[src/rtl/crc_nib_pkg.sv]
package crc_nib_pkg;

    localparam int unsigned DEF_CRC_W = 16;
    localparam int unsigned DEF_NIB_W = 4;
    localparam logic [DEF_CRC_W-1:0] DEF_SEED = 16'hFFFF;

    // Register operation selected for one edge, in priority order
    typedef enum logic [1:0] {
        OP_HOLD   = 2'd0,
        OP_SEED   = 2'd1,
        OP_ABSORB = 2'd2
    } crc_op_e;

    // Decoded control for one edge
    typedef struct packed {
        crc_op_e op;
        logic    from_rst;
    } crc_ctl_t;

    // Priority decode: reset, then clear, then valid
    function automatic crc_ctl_t decode_ctl(logic rst, logic clr, logic vld);
        crc_ctl_t c;
        c.from_rst = rst;
        if (rst || clr) begin
            c.op = OP_SEED;
        end else if (vld) begin
            c.op = OP_ABSORB;
        end else begin
            c.op = OP_HOLD;
        end
        return c;
    endfunction

endpackage

[src/rtl/crc_nib_bitstage.sv]
module crc_nib_bitstage #(
    parameter int unsigned W = crc_nib_pkg::DEF_CRC_W
) (
    input  logic [W-1:0] s_in,
    input  logic [W-1:0] poly,
    input  logic         dbit,
    output logic [W-1:0] s_out,
    output logic         fb
);
    logic [W-1:0] shifted;

    always_comb begin
        fb      = s_in[W-1] ^ dbit;
        shifted = {s_in[W-2:0], 1'b0};
        s_out   = fb ? (shifted ^ poly) : shifted;
    end
endmodule

[src/rtl/crc_nib_unroll.sv]
module crc_nib_unroll #(
    parameter int unsigned W = crc_nib_pkg::DEF_CRC_W,
    parameter int unsigned N = crc_nib_pkg::DEF_NIB_W
) (
    input  logic [W-1:0] state,
    input  logic [W-1:0] poly,
    input  logic [N-1:0] nib,
    output logic [W-1:0] next
);
    logic [W-1:0] chain [0:N];
    logic [N-1:0] fb_vec;

    assign chain[0] = state;

    // Stage i handles data bit N-1-i, so the top bit goes first
    for (genvar i = 0; i < N; i++) begin : g_stage
        crc_nib_bitstage #(.W(W)) u_stage (
            .s_in  (chain[i]),
            .poly  (poly),
            .dbit  (nib[N-1-i]),
            .s_out (chain[i+1]),
            .fb    (fb_vec[N-1-i])
        );
    end

    assign next = chain[N];

    // A zero polynomial leaves only the shift
    always_comb begin
        if (poly == '0) begin
            AST_ZERO_POLY_SHIFT: assert (next == (state << N));
        end
    end
endmodule

[src/rtl/crc_nib_reg.sv]
module crc_nib_reg #(
    parameter int unsigned            W    = crc_nib_pkg::DEF_CRC_W,
    parameter logic [W-1:0]           SEED = crc_nib_pkg::DEF_SEED
) (
    input  logic                   clk,
    input  logic                   rst,
    input  crc_nib_pkg::crc_ctl_t  ctl,
    input  logic [W-1:0]           next,
    output logic [W-1:0]           state
);
    import crc_nib_pkg::*;

    always_ff @(posedge clk) begin
        case (ctl.op)
            OP_SEED:   state <= SEED;
            OP_ABSORB: state <= next;
            default:   state <= state;
        endcase
    end

    logic rst_q;
    always_ff @(posedge clk) rst_q <= rst;

    always_ff @(posedge clk) begin
        if (rst_q) begin
            AST_RST_SEED: assert (state == SEED);
        end
    end

    AST_CLR_SEED: assert property (@(posedge clk) disable iff (rst)
        (ctl.op == OP_SEED) |=> (state == SEED));

    AST_IDLE_HOLD: assert property (@(posedge clk) disable iff (rst)
        (ctl.op == OP_HOLD) |=> $stable(state));

    AST_ABSORB_NEXT: assert property (@(posedge clk) disable iff (rst)
        (ctl.op == OP_ABSORB) |=> (state == $past(next)));
endmodule

[src/rtl/crc_nibble_top.sv]
module crc_nibble_top #(
    parameter int unsigned             CRC_W = crc_nib_pkg::DEF_CRC_W,
    parameter int unsigned             NIB_W = crc_nib_pkg::DEF_NIB_W,
    parameter logic [CRC_W-1:0]        SEED  = crc_nib_pkg::DEF_SEED
) (
    input  logic             clk,
    input  logic             rst,
    input  logic             data_vld,
    input  logic             crc_clr,
    input  logic [NIB_W-1:0] data_nib,
    input  logic [CRC_W-1:0] poly_in,
    output logic [CRC_W-1:0] crc_out
);
    import crc_nib_pkg::*;

    crc_ctl_t         ctl;
    logic [CRC_W-1:0] state;
    logic [CRC_W-1:0] next;

    assign ctl = decode_ctl(rst, crc_clr, data_vld);

    crc_nib_unroll #(.W(CRC_W), .N(NIB_W)) u_unroll (
        .state (state),
        .poly  (poly_in),
        .nib   (data_nib),
        .next  (next)
    );

    crc_nib_reg #(.W(CRC_W), .SEED(SEED)) u_reg (
        .clk   (clk),
        .rst   (rst),
        .ctl   (ctl),
        .next  (next),
        .state (state)
    );

    // Output is the register itself, no post-processing
    assign crc_out = state;

    AST_ZERO_POLY_PORT: assert property (@(posedge clk) disable iff (rst)
        (data_vld && !crc_clr && poly_in == '0) |=>
        (crc_out == {$past(crc_out[CRC_W-NIB_W-1:0]), {NIB_W{1'b0}}}));

    AST_OUT_SEED_AFTER_CLR: assert property (@(posedge clk) disable iff (rst)
        crc_clr |=> (crc_out == SEED));
endmodule

[config.mk]
export PLATFORM = sky130hd
export DESIGN_NAME = crc_nibble_top
export DESIGN_NICKNAME = d
export VERILOG_FILES = /design/src/rtl/crc_nib_pkg.sv /design/src/rtl/crc_nib_bitstage.sv /design/src/rtl/crc_nib_unroll.sv /design/src/rtl/crc_nib_reg.sv /design/src/rtl/crc_nibble_top.sv
export SDC_FILE = /design/constraint.sdc
export NUM_CORES = 1
export LEC_CHECK = 0
export BUFFER_PORTS_ARGS = -buffer_cell sky130_fd_sc_hd__buf_4
export CAP_MARGIN = 10
export CORE_MARGIN = 8
export CORE_UTILIZATION = 57
export DETAILED_ROUTE_END_ITERATION = 12
export GPL_TIMING_DRIVEN = 0
export PLACE_DENSITY = 0.79
export RECOVER_POWER = 100
export REMOVE_ABC_BUFFERS = 1
export SYNTH_ARGS = -nofsm -noshare
export SYNTH_HDL_FRONTEND = slang
export SYNTH_SLANG_ARGS = --single-unit
[constraint.sdc]
create_clock -name clk -period 3 [get_ports clk]
set_input_delay 0.3 -clock clk [delete_from_list [all_inputs] [get_ports clk]]
set_output_delay 0.3 -clock clk [all_outputs]
set_load 0.02 [all_outputs]
; ---- After elaboration in Yosys (flattened, before gate mapping)
; Cells that the tools add are included.
[totals]
elab_cells = 20
inputBits = 24
output_inout_bits = 16
reg_bits = 16
[op_classes]
n_reduce_logical = 2
eq_ne = 2
bitwise = 8
mux = 7
[ops]
columns = operator, n
row1 = $mux W16, 4
row2 = $xor A16 B16 Y16, 4
row3 = $pmux W16 S2, 1
row4 = $mux W2, 2
row5 = $xor A1 B1 Y1, 4
row6 = $eq A2 B1 Y1 const B, 1
row7 = $eq A2 B2 Y1 const B, 1
row8 = $reduce_bool A2 Y1, 1
row9 = $logic_or A1 B1 Y1, 1

; ---- Logic depth before layout (Yosys ltp)
[depth]
depth_word = 9
depth_mapped = 10
depth_no_buf = 7

; ---- Modules after synthesis
; A second synthesis with hierarchy kept.
[hier_totals]
hier_cells = 170
hier_area_um2 = 1516.5
[by_module_without_submodules]
columns = module, area_per_inst_um2, seq_area_each_um2, cells_per_inst, n_inst
row1 = crc_nib_bitstage, 222.7, 0.0, 33, 4
row2 = crc_nib_reg, 611.8, 480.5, 36, 1
row3 = crc_nibble_top, 13.8, 0.0, 2, 1

; ---- Worst setup path before layout
; Ideal clock, no wire load.
[synth_path]
path_type = reg2reg
start = reg u_reg.state[15]
end = reg u_reg.state[15] (data pin)
synth_period_minus_slack_ns = 2.508
n_path_buf = 1
path_stages_with_launch = 9
setup_ns = 0.260
required_time_ns = 2.740
setup_slack_ns = 0.492
arrival_time_ns = 2.248
cell_sequence = edfxtp_1 xor2_2 buf_6 nand3_4 and4b_1 a21oi_1 o311ai_1 or4b_1 mux2_2
[synth_via]
elab_chain_cells = 9
word_cells_on_any_way = 12
cone_classes = mux: 5 / bitwise: 7
[synth_rtl]
columns = element, line
row1 = from (decl), crc_nib_reg.sv:9  ; output logic [W-1:0] state
row2 = from (signal assigned), crc_nib_reg.sv:16  ; OP_ABSORB: state <= next;
row3 = from (signal assigned), crc_nib_reg.sv:17  ; default: state <= state;
row4 = $xor A1 B1 Y1 *, crc_nib_bitstage.sv:13  ; fb = s_in[W-1] ^ dbit;
row5 = $mux W16 *, crc_nib_bitstage.sv:15  ; s_out = fb ? (shifted ^ poly) : shifted;
row6 = $xor A16 B16 Y16 or $xor A1 B1 Y1 (tied branches), "crc_nib_bitstage.sv:15, crc_nib_bitstage.sv:13"
row7 = $mux W16 *, crc_nib_bitstage.sv:15
row8 = $xor A16 B16 Y16 or $xor A1 B1 Y1 (tied branches), "crc_nib_bitstage.sv:15, crc_nib_bitstage.sv:13"
row9 = $mux W16 *, crc_nib_bitstage.sv:15
row10 = $xor A16 B16 Y16 or $xor A1 B1 Y1 (tied branches), "crc_nib_bitstage.sv:15, crc_nib_bitstage.sv:13"
row11 = $mux W16 *, crc_nib_bitstage.sv:15
row12 = $pmux W16 S2 *, crc_nib_reg.sv:14  ; case (ctl.op)
; Every way passes the cells marked *; elsewhere a longest branch is shown, timed or not.
; A chain may end at the register's enable or synchronous reset.

; ---- Final worst setup path
[layout_path]
start = reg u_reg.state[15]
end = reg u_reg.state[3] (data pin)
; The elaborated chain is that of the path after synthesis.

==> out/qor.csv <==
metric,value,unit
whs_path_depth,3,
initialDrtViolationCount,235,
grt_overflow,0,
cp_slowest_stage_delay,570,ps
largest_register_ffs,16,
wl,5700,um
grt_max_degree,40,
syn_area,2180,sq um
cp.arrival,2810,ps
dpl.cell_count,311,
r2r_cells,8,
num_rows,22,
synthToLayoutAreaGrowth,15.7,%
ir_drop,0.233,mV
syn_inst,252,
antenna_found_initial,0,
detail_route.drc_violations,0,
hold_buffers,0,
hold_viol,0,
globalRouteTotalUtil,18.6,%
cts_tree,yes,
timing.rr.end,u_reg.state[3],
clock_skew,6.12,ps
yosys_warnings,0,
first_global_vias,1841,
io_pins,40,
largest_register,u_reg.state,
period_needed,2820,ps
timing.hold.ws,383,ps
synth-seq-cells,16,
die_area,6050,sq um
clk_pin_slew,70,ps
slew_headroom,51.6,%
final_layout_size_suffix_gt1_share,17.5,%
min_to,u_reg.state[1],
gp_congestion,0.840,
start_util,59.5,%
die_y,77.8,um
vias_per_cell,6.28,
power.density,490,nW/um^2
htreeDepth,1,
timing.rr.start,u_reg.state[15],
cp.required,2990,ps
power,1.23,mW
io_buffer_count,39,
rrSetupSlack,180,ps
grt_pass1_wl,9290,um
synth.distinct_cells,41,
final_cells,322,
reg.largest.list,u_reg.state: 16 flops,
path_class,reg -> reg,
fmax,354,MHz
die-width,77.8,um
final_antenna_net_count,0,
drv_cap,0,
status,completed,
drv_slew,0,
hold_class,in -> reg,
dp_hpwl,3950,um
syn_area_per_cell,8.64,sq um
layout_worst_path_cycle_share,94.1,%
nNetsFinal,300,
cp_slowest_cell,edfxtp_1,
path_cells,xor2_4 > buf_12 > xnor2_4 > mux2i_1 > o21ai_2 > nand3_1 > xor3_1 > nand2_1,
min_from,rst,
antenna_cells,0,
end_kind,flip-flop,
cp-start-kind,flip-flop,
yosysSeqAreaShare,22.1,%
fill_cells,312,
critPathMaxFanout,14,
dr.pass1.iters,4,
cts.sinks,16,
p_leak,1.12,nW
core_area,3660,sq um
routed-via-count,2021,
setup_viol,0,
cts_buffer_depth,2,
cts_buffers,3,
root_buffer,clkbuf_8,
clkLatencyLatePin,260,ps
wl_per_cell,17.7,um
tightest_slew,726,ps
worst max-delay path, delay by kind of cell, from the launching register on:
kind                   cells  cell delay [ps]
multiplexers               1              150
AND/OR/NAND/NOR            2              280
XOR/XNOR                   3              810
AO/OA/AOI/OAI              1              570
buffers and inverters      1              170
flip-flops                 1              570
metrics by stage:
| stage | worst slack (ps) | cell area [sq um] | utilization [%] | setup TNS, ps |
|---|---|---|---|---|
| final | 176 | 2520 | 68.8 | 0 |
| after global routing | -1.05 | 2520 | 68.8 | -1.05 |
| after CTS | 7.33 | 2510 | 68.6 | 0 |
| after detailed placement | -602 | 2410 | 66.0 | -7430 |
| after global placement | -611 | 2400 | 65.5 | -8150 |
| after floorplan | 63.6 | 2050 | - | 0 |
synthesized netlist by cell type (all sizes together):
cell | n | area [sq um]
inv | 3 | 11.3
mux2 | 1 | 11.3
or4b | 1 | 10.0
o311ai | 1 | 8.76
xnor2 | 24 | 244
nand2 | 36 | 135
xnor3 | 11 | 248
nand3 | 32 | 173
nor3b | 1 | 7.51
o221ai | 1 | 8.76
nand4 | 2 | 12.5
o211ai | 2 | 15.0
buf | 9 | 56.3
or3 | 2 | 12.5
mux2i | 13 | 130
o211a | 11 | 110
nand2b | 1 | 6.26
a311oi | 11 | 96.3
o31ai | 1 | 7.51
a41oi | 1 | 8.76
a22oi | 1 | 7.51
o21ai | 8 | 43.8
nor2 | 14 | 52.6
xor2 | 5 | 51.3
a21oi | 16 | 80.1
o2bb2ai | 1 | 8.76
xor3 | 1 | 23.8
clkbuf | 20 | 75.1
edfxtp | 16 | 480
or4 | 1 | 7.51
a31oi | 3 | 18.8
nor3 | 1 | 5.00
and4b | 1 | 10.0
per-layer routing:
metal	up-vias	track usage, %	share of wire [%]
met4	0	7.55	1.8
met2	86	30.2	48
met1	959	24.1	44
met5	-	0	0
met3	8	2.42	5.7
li1	968	-	-
layout by cell type (no fill, tap or decap), types with 5 or more instances in the layout:
cell type / count
mux2i_1: 13
nand2_1: 35
a21oi_1: 16
buf_4: 29
clkbuf_1: 15
o211a_1: 11
nand3_1: 31
xnor3_1: 11
a311oi_1: 11
edfxtp_1: 16
o21ai_0: 5
xnor2_1: 20
nor2_1: 14
worst max path at each step:
stage	start	end	cells after the start	slack (ps)
after floorplan	u_reg.state[15]	u_reg.state[15]	7	60
after global placement	u_reg.state[15]	u_reg.state[3]	7	-610
after detailed placement	u_reg.state[15]	u_reg.state[3]	7	-600
after CTS	u_reg.state[15]	u_reg.state[3]	7	7
after global routing	u_reg.state[15]	u_reg.state[3]	8	-1
final	u_reg.state[15]	u_reg.state[3]	8	180
power breakdown:
part | total (mW) | leakage, nW | internal [mW] | switching, mW
clock network | 0.171 | 0.0216 | 0.0893 | 0.0816
logic | 0.776 | 0.964 | 0.385 | 0.390
registers | 0.288 | 0.130 | 0.270 | 0.0177
what timing repair did:
action / 4_1_cts / 5_1_grt
pin swaps: 2 / 2
resized for setup: 4 / 2
endpoints found under the setup margin: 16 / 15
cloned: 1 / 0
buffers inserted: 2 / 5
cell type report:
cell class,instances,area [sq um],share of cell area [%]
repair buffers,47,313,12.4
well taps,48,60.1,2.38
flip-flops and latches,16,480,19.1
inverters,3,11.3,0.447
multi-input cells,205,1610,64.0
clock buffers,3,41.3,1.64
cells by family after synthesis:
| group | after synthesis | share of synthesized area, % |
|---|---|---|
| compound gates | 57 | 19.0 |
| xor+xnor | 41 | 26.0 |
| buf+inv | 32 | 6.55 |
| flops | 16 | 22.1 |
| mux | 14 | 6.49 |
| simple gates | 92 | 19.8 |
(Power assumes the default switching activity.)
